[config.mk]
export PLATFORM = sky130hd
export DESIGN_NAME = alu16
export DESIGN_NICKNAME = d
export VERILOG_FILES = /design/src/rtl/alu16_pkg.sv /design/src/rtl/alu16_ctrl.sv /design/src/rtl/alu16_dpath.sv /design/src/rtl/alu16.sv
export SDC_FILE = /design/constraint.sdc
export NUM_CORES = 1
export LEC_CHECK = 0
export ABC_AREA = 1
export ABC_CLOCK_PERIOD_IN_PS = 6300
export BUFFER_PORTS_ARGS = -buffer_cell sky130_fd_sc_hd__buf_2
export CORE_UTILIZATION = 60
export DETAILED_ROUTE_END_ITERATION = 10
export PLACE_DENSITY_LB_ADDON = 0.3
export SYNTH_ARGS = -nofsm -noshare
export SYNTH_HDL_FRONTEND = slang
export SYNTH_HIERARCHICAL = 1
export SYNTH_SLANG_ARGS = --single-unit
[constraint.sdc]
create_clock -name vclk -period 6.3
set_input_delay 0.63 -clock vclk [all_inputs]
set_output_delay 0.63 -clock vclk [all_outputs]
set_load 0.01 [all_outputs]
[src/rtl/alu16_pkg.sv]
package alu16_pkg;

  typedef enum logic [4:0] {
    OP_ADC = 5'd5,
    OP_SBC = 5'd6,
    OP_ADD = 5'd7,
    OP_SUB = 5'd8,
    OP_ROR = 5'd9,
    OP_ROL = 5'd10,
    OP_SHR = 5'd11,
    OP_SHL = 5'd12,
    OP_NOT = 5'd13,
    OP_XOR = 5'd14,
    OP_OR  = 5'd15,
    OP_AND = 5'd16,
    OP_MKB = 5'd17,
    OP_INB = 5'd18,
    OP_SEB = 5'd19,
    OP_CLB = 5'd20
  } aluOp_e;

  typedef enum logic [1:0] {
    UNIT_ARITH = 2'd0,
    UNIT_SHIFT = 2'd1,
    UNIT_LOGIC = 2'd2,
    UNIT_BIT   = 2'd3
  } aluUnit_e;

  typedef enum logic [1:0] {
    LG_NOT = 2'd0,
    LG_XOR = 2'd1,
    LG_OR  = 2'd2,
    LG_AND = 2'd3
  } logicSel_e;

  typedef enum logic [1:0] {
    BT_KEEP = 2'd0,
    BT_FLIP = 2'd1,
    BT_SET  = 2'd2,
    BT_CLR  = 2'd3
  } bitSel_e;

  typedef struct packed {
    logic      valid;
    aluUnit_e  unit;
    logic      subtract;
    logic      useCarry;
    logic      shLeft;
    logic      rotate;
    logic      clrCarry;
    logic      flagZero;
    logicSel_e logicSel;
    bitSel_e   bitSel;
  } aluCtrl_t;

endpackage

[src/rtl/alu16_ctrl.sv]
module alu16_ctrl
  import alu16_pkg::*;
#(
  parameter int OPW = 5
) (
  input  logic [OPW-1:0] opcode,
  output aluCtrl_t       ctrl
);

  always_comb begin
    ctrl          = '0;
    ctrl.valid    = 1'b1;
    ctrl.flagZero = 1'b1;
    unique case (opcode)
      OP_ADD: begin ctrl.unit = UNIT_ARITH; end
      OP_ADC: begin ctrl.unit = UNIT_ARITH; ctrl.useCarry = 1'b1; end
      OP_SUB: begin ctrl.unit = UNIT_ARITH; ctrl.subtract = 1'b1; end
      OP_SBC: begin ctrl.unit = UNIT_ARITH; ctrl.subtract = 1'b1; ctrl.useCarry = 1'b1; end
      OP_SHL: begin ctrl.unit = UNIT_SHIFT; ctrl.shLeft = 1'b1; end
      OP_SHR: begin ctrl.unit = UNIT_SHIFT; end
      OP_ROL: begin ctrl.unit = UNIT_SHIFT; ctrl.shLeft = 1'b1; ctrl.rotate = 1'b1; end
      OP_ROR: begin ctrl.unit = UNIT_SHIFT; ctrl.rotate = 1'b1; end
      OP_NOT: begin ctrl.unit = UNIT_LOGIC; ctrl.clrCarry = 1'b1; ctrl.logicSel = LG_NOT; end
      OP_XOR: begin ctrl.unit = UNIT_LOGIC; ctrl.clrCarry = 1'b1; ctrl.logicSel = LG_XOR; end
      OP_OR:  begin ctrl.unit = UNIT_LOGIC; ctrl.clrCarry = 1'b1; ctrl.logicSel = LG_OR; end
      OP_AND: begin ctrl.unit = UNIT_LOGIC; ctrl.clrCarry = 1'b1; ctrl.logicSel = LG_AND; end
      OP_MKB: begin ctrl.unit = UNIT_BIT; ctrl.clrCarry = 1'b1; ctrl.bitSel = BT_KEEP; end
      OP_INB: begin ctrl.unit = UNIT_BIT; ctrl.clrCarry = 1'b1; ctrl.bitSel = BT_FLIP; end
      OP_SEB: begin ctrl.unit = UNIT_BIT; ctrl.clrCarry = 1'b1; ctrl.bitSel = BT_SET; end
      OP_CLB: begin ctrl.unit = UNIT_BIT; ctrl.clrCarry = 1'b1; ctrl.bitSel = BT_CLR; end
      default: begin
        ctrl.valid    = 1'b0;
        ctrl.flagZero = 1'b0;
      end
    endcase
  end

endmodule

[src/rtl/alu16_dpath.sv]
module alu16_dpath
  import alu16_pkg::*;
#(
  parameter int WIDTH = 16,
  parameter int IDXW  = $clog2(WIDTH)
) (
  input  logic [WIDTH-1:0] opA,
  input  logic [WIDTH-1:0] opB,
  input  logic [IDXW-1:0]  bitIdx,
  input  logic             carryIn,
  input  logic             zeroIn,
  input  aluCtrl_t         ctrl,
  output logic [WIDTH-1:0] result,
  output logic             carryOut,
  output logic             zeroOut
);

  localparam int MSB = WIDTH - 1;

  // adder: subtraction is opA + ~opB + carry-in, carry-out means no borrow
  logic [WIDTH-1:0] addendB;
  logic             addCin;
  logic [WIDTH:0]   sumWide;

  assign addendB = ctrl.subtract ? ~opB : opB;
  assign addCin  = ctrl.useCarry ? carryIn : ctrl.subtract;
  assign sumWide = {1'b0, opA} + {1'b0, addendB} + {{WIDTH{1'b0}}, addCin};

  // one-place shifter / rotator
  logic [WIDTH-1:0] shiftRes;
  logic             shiftOut;
  logic             fillBit;

  assign shiftOut = ctrl.shLeft ? opA[MSB] : opA[0];
  assign fillBit  = ctrl.rotate ? shiftOut : 1'b0;
  assign shiftRes = ctrl.shLeft ? {opA[MSB-1:0], fillBit} : {fillBit, opA[MSB:1]};

  // bitwise logic
  logic [WIDTH-1:0] logicRes;
  always_comb begin
    unique case (ctrl.logicSel)
      LG_NOT:  logicRes = ~opA;
      LG_XOR:  logicRes = opA ^ opB;
      LG_OR:   logicRes = opA | opB;
      default: logicRes = opA & opB;
    endcase
  end

  // single-bit mask decoder
  logic [WIDTH-1:0] bitMask;
  for (genvar i = 0; i < WIDTH; i++) begin : g_mask
    assign bitMask[i] = (bitIdx == IDXW'(i));
  end

  logic [WIDTH-1:0] bitRes;
  always_comb begin
    unique case (ctrl.bitSel)
      BT_KEEP: bitRes = opA & bitMask;
      BT_FLIP: bitRes = opA ^ bitMask;
      BT_SET:  bitRes = opA | bitMask;
      default: bitRes = opA & ~bitMask;
    endcase
  end

  // result and flag selection
  logic [WIDTH-1:0] unitRes;
  logic             unitCarry;
  always_comb begin
    unique case (ctrl.unit)
      UNIT_ARITH: begin unitRes = sumWide[WIDTH-1:0]; unitCarry = sumWide[WIDTH]; end
      UNIT_SHIFT: begin unitRes = shiftRes;           unitCarry = shiftOut;       end
      UNIT_LOGIC: begin unitRes = logicRes;           unitCarry = 1'b0;           end
      default:    begin unitRes = bitRes;             unitCarry = 1'b0;           end
    endcase
    if (ctrl.clrCarry) unitCarry = 1'b0;
  end

  always_comb begin
    if (ctrl.valid) begin
      result   = unitRes;
      carryOut = unitCarry;
    end else begin
      result   = opA;
      carryOut = carryIn;
    end
    zeroOut = ctrl.flagZero ? (result == '0) : zeroIn;
  end

endmodule

[src/rtl/alu16.sv]
module alu16
  import alu16_pkg::*;
(
  input  logic [15:0] opA,
  input  logic [15:0] opB,
  input  logic [4:0]  opcode,
  input  logic [3:0]  bitIdx,
  input  logic        carryIn,
  input  logic        zeroIn,
  output logic [15:0] result,
  output logic        carryOut,
  output logic        zeroOut
);

  aluCtrl_t ctrl;

  alu16_ctrl #(.OPW(5)) u_ctrl (
    .opcode (opcode),
    .ctrl   (ctrl)
  );

  alu16_dpath #(.WIDTH(16), .IDXW(4)) u_dpath (
    .opA      (opA),
    .opB      (opB),
    .bitIdx   (bitIdx),
    .carryIn  (carryIn),
    .zeroIn   (zeroIn),
    .ctrl     (ctrl),
    .result   (result),
    .carryOut (carryOut),
    .zeroOut  (zeroOut)
  );

endmodule

### Word level (Yosys, flattened, before mapping)

Cells that the tools add are included.

| storage, ports and cells | value |
|---|---|
| bits in registers | 0 |
| output and inout port bits | 18 |

| operators by class | value |
|---|---|
| add/sub/neg operators | 2 |
| equality and inequality tests | 37 |
| mux-type cells | 22 |
| bitwise gates (word level) | 10 |
| reduce and logical (&&, ||, !) cells | 14 |

Operators by type and width:

| cell | number |
|---|---|
| 16-bit one-hot mux with 3 select lines | 3 |
| 16-bit bitwise AND | 3 |
| 16-bit two-way mux | 3 |
| 16-bit NOT | 3 |
| 5-bit by 4-bit equality test with 1-bit output (second input constant) | 8 |
| 4-bit equality test (second input constant) | 8 |
| 16-bit OR | 2 |
| 16-bit XOR | 2 |
| 5-bit equality test (second input constant) | 5 |
| 2-bit one-hot mux with 3 select lines | 3 |
| 16-bit by 16-bit adder with 17-bit output | 1 |
| 17-bit by 1-bit adder with 17-bit output | 1 |
| 4-bit by 3-bit equality test with 1-bit output (second input constant) | 4 |
| 16-bit zero test | 1 |
| 16-bit OR reduction | 1 |
| 5-bit by 3-bit equality test with 1-bit output (second input constant) | 3 |
| 1-bit two-way mux | 12 |
| 4-bit OR reduction | 3 |
| 4-bit by 2-bit equality test with 1-bit output (second input constant) | 2 |
| 2-bit OR reduction | 4 |
| 8-bit OR reduction | 1 |
| 2-bit by 1-bit equality test with 1-bit output (second input constant) | 3 |
| 2-bit equality test (second input constant) | 3 |
| 2-bit zero test | 3 |
| other kinds (3) | 3 |

### Depth between registers and ports, before layout

| depth | value |
|---|---|
| word-level depth | 10 |
| depth in mapped cells | 24 |
| depth with buffers taken out | 23 |

### Hierarchy

Netlist, hierarchy kept.

By module, submodules not included:

| module | instances | cells each | area each (um2) | seq. area each (um2) |
|---|---|---|---|---|
| alu16_dpath | 1 | 733 | 3792.4 | 0.0 |
| alu16_ctrl | 1 | 45 | 198.9 | 0.0 |

### Worst setup path before layout

OpenSTA, ideal clock, no wires.

| timing path | value |
|---|---|
| kind | input port to output port |
| from | input port opcode[3] |
| to | output port zeroOut |
| data arrival time | 3381 ps |
| data required time | 5670 ps |
| path slack | 2289 ps |
| stages on the path | 23 |
| cell sequence | inv_1 -> nor2_1 -> nand3_1 -> o21ai_0 -> clkbuf_1 -> mux2_2 -> fa_1 -> fa_1 -> nand2_1 -> nand2_1 -> nand3_1 -> nand2_1 -> nand2_1 -> nand3b_1 -> nand3_1 -> nand2_1 -> nand2_1 -> nand2_1 -> nor2_1 -> nand2_1 -> nor2_1 -> nand2_1 -> nand2_1 |

RTL lines:

| what | RTL line | source |
|---|---|---|
| start: declaration | alu16.sv:6 | `input logic [4:0] opcode,` |
| end: declaration | alu16.sv:12 | `output logic zeroOut` |

==> impl_metrics.py <==
metrics = {
    "cts": {
        "cts_resized": 0,
        "postCtsSetupBuffers": 0,
        "postCtsHoldBufs": 0,
    },
    "cells_and_area": {
        "finish.instance_area_mm2": 0.004288,
        "nFlopsAndLatches": 0,
        "clockBufferCount": 0,
        "nets": 929,
        "layout-drive-gt1-share": 0.09069,
        "antenna_cells": 0,
        "register_area_um2": 0,
        "area_delta_synth_final_pct": 7.429,
        "n_fill_cell": 663,
        "stdcell_count": 893,
    },
    "sta": {
        "rsz0062_at_grt": "no",
        "drv_slew": 0,
        "tightest_slew_ns": 1.274,
        "setup_slack_ns": 1.757,
        "fmaxAchievable_mhz": 220.1,
        "fin_crit_ns": 4.543,
        "tns_ns": 0,
        "finalHoldViolations": 0,
        "finalSetupViolCount": 0,
        "period_share": 0.7210,
        "relSlewSlack": 0.1472,
    },
    "min_path": {
        "worstHoldStart": "zeroIn",
        "min_to": "zeroOut",
        "hold_class": "primary input to output pin",
        "whs_path_depth": 4,
    },
    "drt": {
        "drt_drc_violations_left": 0,
        "via_per_inst": 6.009,
        "wl_um": 13440,
        "vias": 5366,
        "wire_per_inst_um": 15.05,
        "drt_pass1_iterations": 8,
        "postRouteAntennaNets": 0,
        "drt_iter0_drc": 461,
    },
    "floorplanning": {
        "die-area_mm2": 0.006982,
        "core_mm2": 0.006386,
        "chipWidth_um": 83.56,
        "num_rows": 29,
        "start_util": 0.6250,
        "ios": 61,
        "dieHeight_um": 83.56,
    },
    "pwr": {
        "powerDensity_mw_per_mm2": 90.41,
        "power_leakage_nw": 2.617,
        "total_power_uw": 387.7,
        "irDropWorstVdd_mv": 0.06590,
    },
    "setup_path": {
        "slowest_stage": "fa_1",
        "path_delay_family": "simple AND/OR/NAND/NOR gates",
        "max_stage_delay_ns": 0.43,
        "crit_arrival_ns": 3.91,
        "cp_max_fo": 17,
        "crit_chain": "buf_2 -> inv_1 -> nor2_1 -> nand3_1 -> o21ai_2 -> buf_4 -> xor2_1 -> fa_1 -> fa_1 -> nand2_1 -> nand2_1 -> nand3_1 -> nand2_1 -> nand2_1 -> nand2_1 -> nand2_1 -> a21oi_1 -> o21ai_0 -> a21oi_1 -> nand2_1 -> nand2_1 -> buf_2",
        "crit_top_cell": "nand2_1",
        "cp.required_ns": 5.67,
        "critPathCaptureType": "output pin",
        "path_class": "primary input to output pin",
        "critPathBufInv": 4,
        "startpoint_type": "primary input",
    },
    "place": {
        "io_buffers": 61,
        "place_area_mm2": 0.004288,
        "place_congestion": 0.9876,
        "dp_cells": 893,
        "dpl.hpwl_um": 10340,
        "pre_cts_ws_ns": 1.820,
    },
    "logic_synthesis": {
        "synth_fa_ha_area_frac": 0.2169,
        "synth_xor_area_frac": 0.03950,
        "synth.area.mux_share": 0.002821,
        "ys_warn_count": 6,
        "synth-compound-area-share": 0.1690,
        "syn_avg_cell_area_um2": 5.130,
        "synth.distinct_cells": 24,
        "ys_seq_area_frac": 0,
        "yosys.area_share.simple": 0.4364,
        "syn_area_mm2": 0.003991,
        "synth_top_family_by_area": "simple AND/OR/NAND/NOR gates",
        "synthCells": 778,
        "syn_nets": 889,
    },
    "global_routing": {
        "grt_overflow": 0,
        "antenna_found_initial": 0,
        "grt_pass1_wl_um": 21250,
        "grt_max_degree": 26,
        "grt_use_total": 0.3604,
        "grt_pass1_vias": 4862,
    },
    "flow_run": {
        "maxCapViolCount": 0,
    },
    "status": {
        "status": "finished, final reports clean",
    },
}
## layout by cell type (no fill, tap or decap), types with 3 or more instances in the layout
cell type	instances
a21oi_1	62
buf_2	61
buf_4	3
ha_1	66
inv_1	106
inv_2	3
nand2_1	237
nand3_1	69
nand3b_1	4
nand4_1	9
nor2_1	101
nor2_2	3
o2111ai_1	3
o211ai_1	6
o21ai_0	51
o21ai_1	5
xor2_1	18
## where the power goes
part           internal [mW]  switching [mW]
Sequential                 0               0
Combinational          0.130           0.257
Clock                      0               0
Total                  0.130           0.257
## final cells by class
type,instances,area (um^2),area share
timing repair buffer,64,327.8,0.07645
tap,77,96.34,0.02247
inverter,109,409.1,0.09542
multi-input combinational,643,3455,0.8057
## metal layers
layer / routed length [um] / track usage
met1: 5022 / 0.4142
met2: 6432 / 0.6681
met5: 0 / 0
met3: 1351 / 0.02770
met4: 635 / 0.1710
## cells by family after synthesis
logic type,after synthesis
and+or+nand+nor,427
buffers and inverters,135
AOI/OAI and AO/OA,129
adders and majority gates,68
xor gates and xnor gates,18
muxes,1
## cell usage after synthesis
cell,n,area share
a21oi_1,62,0.078
buf_1,1,0.00094
buf_2,15,0.019
buf_4,4,0.0075
clkbuf_1,6,0.0056
fa_1,2,0.010
ha_1,66,0.21
inv_1,106,0.10
inv_2,3,0.0028
mux2_2,1,0.0028
nand2_1,237,0.22
nand3_1,69,0.087
nand3b_1,4,0.0075
nand4_1,9,0.014
nor2_1,101,0.095
nor2_2,3,0.0047
nor3_1,2,0.0025
o2111ai_1,3,0.0066
o211ai_1,6,0.011
o21a_1,1,0.0019
o21ai_0,53,0.066
o21ai_1,4,0.0050
or2_2,2,0.0031
xor2_1,18,0.039
## stage by stage
| step | util | hold WS, ns |
|---|---|---|
| 2_1_floorplan | - | 1.382 |
| 3_3_place_gp | 0.6714 | 1.548 |
| 3_5_place_dp | 0.6714 | 1.541 |
| 4_1_cts | 0.6714 | 1.541 |
| 5_1_grt | 0.6714 | 1.600 |
| 6_report | 0.6714 | 1.537 |
## worst max path at each step
stage,cells after the start,slack [ns],start,end
4_1_cts,25,1.80,opcode[3],zeroOut
3_5_place_dp,25,1.82,opcode[3],zeroOut
3_3_place_gp,22,1.87,opcode[3],zeroOut
5_1_grt,25,1.47,opcode[3],zeroOut
2_1_floorplan,23,2.29,opcode[3],zeroOut
6_report,22,1.76,opcode[3],carryOut
Note: power is estimated with default switching activity, not from simulation.
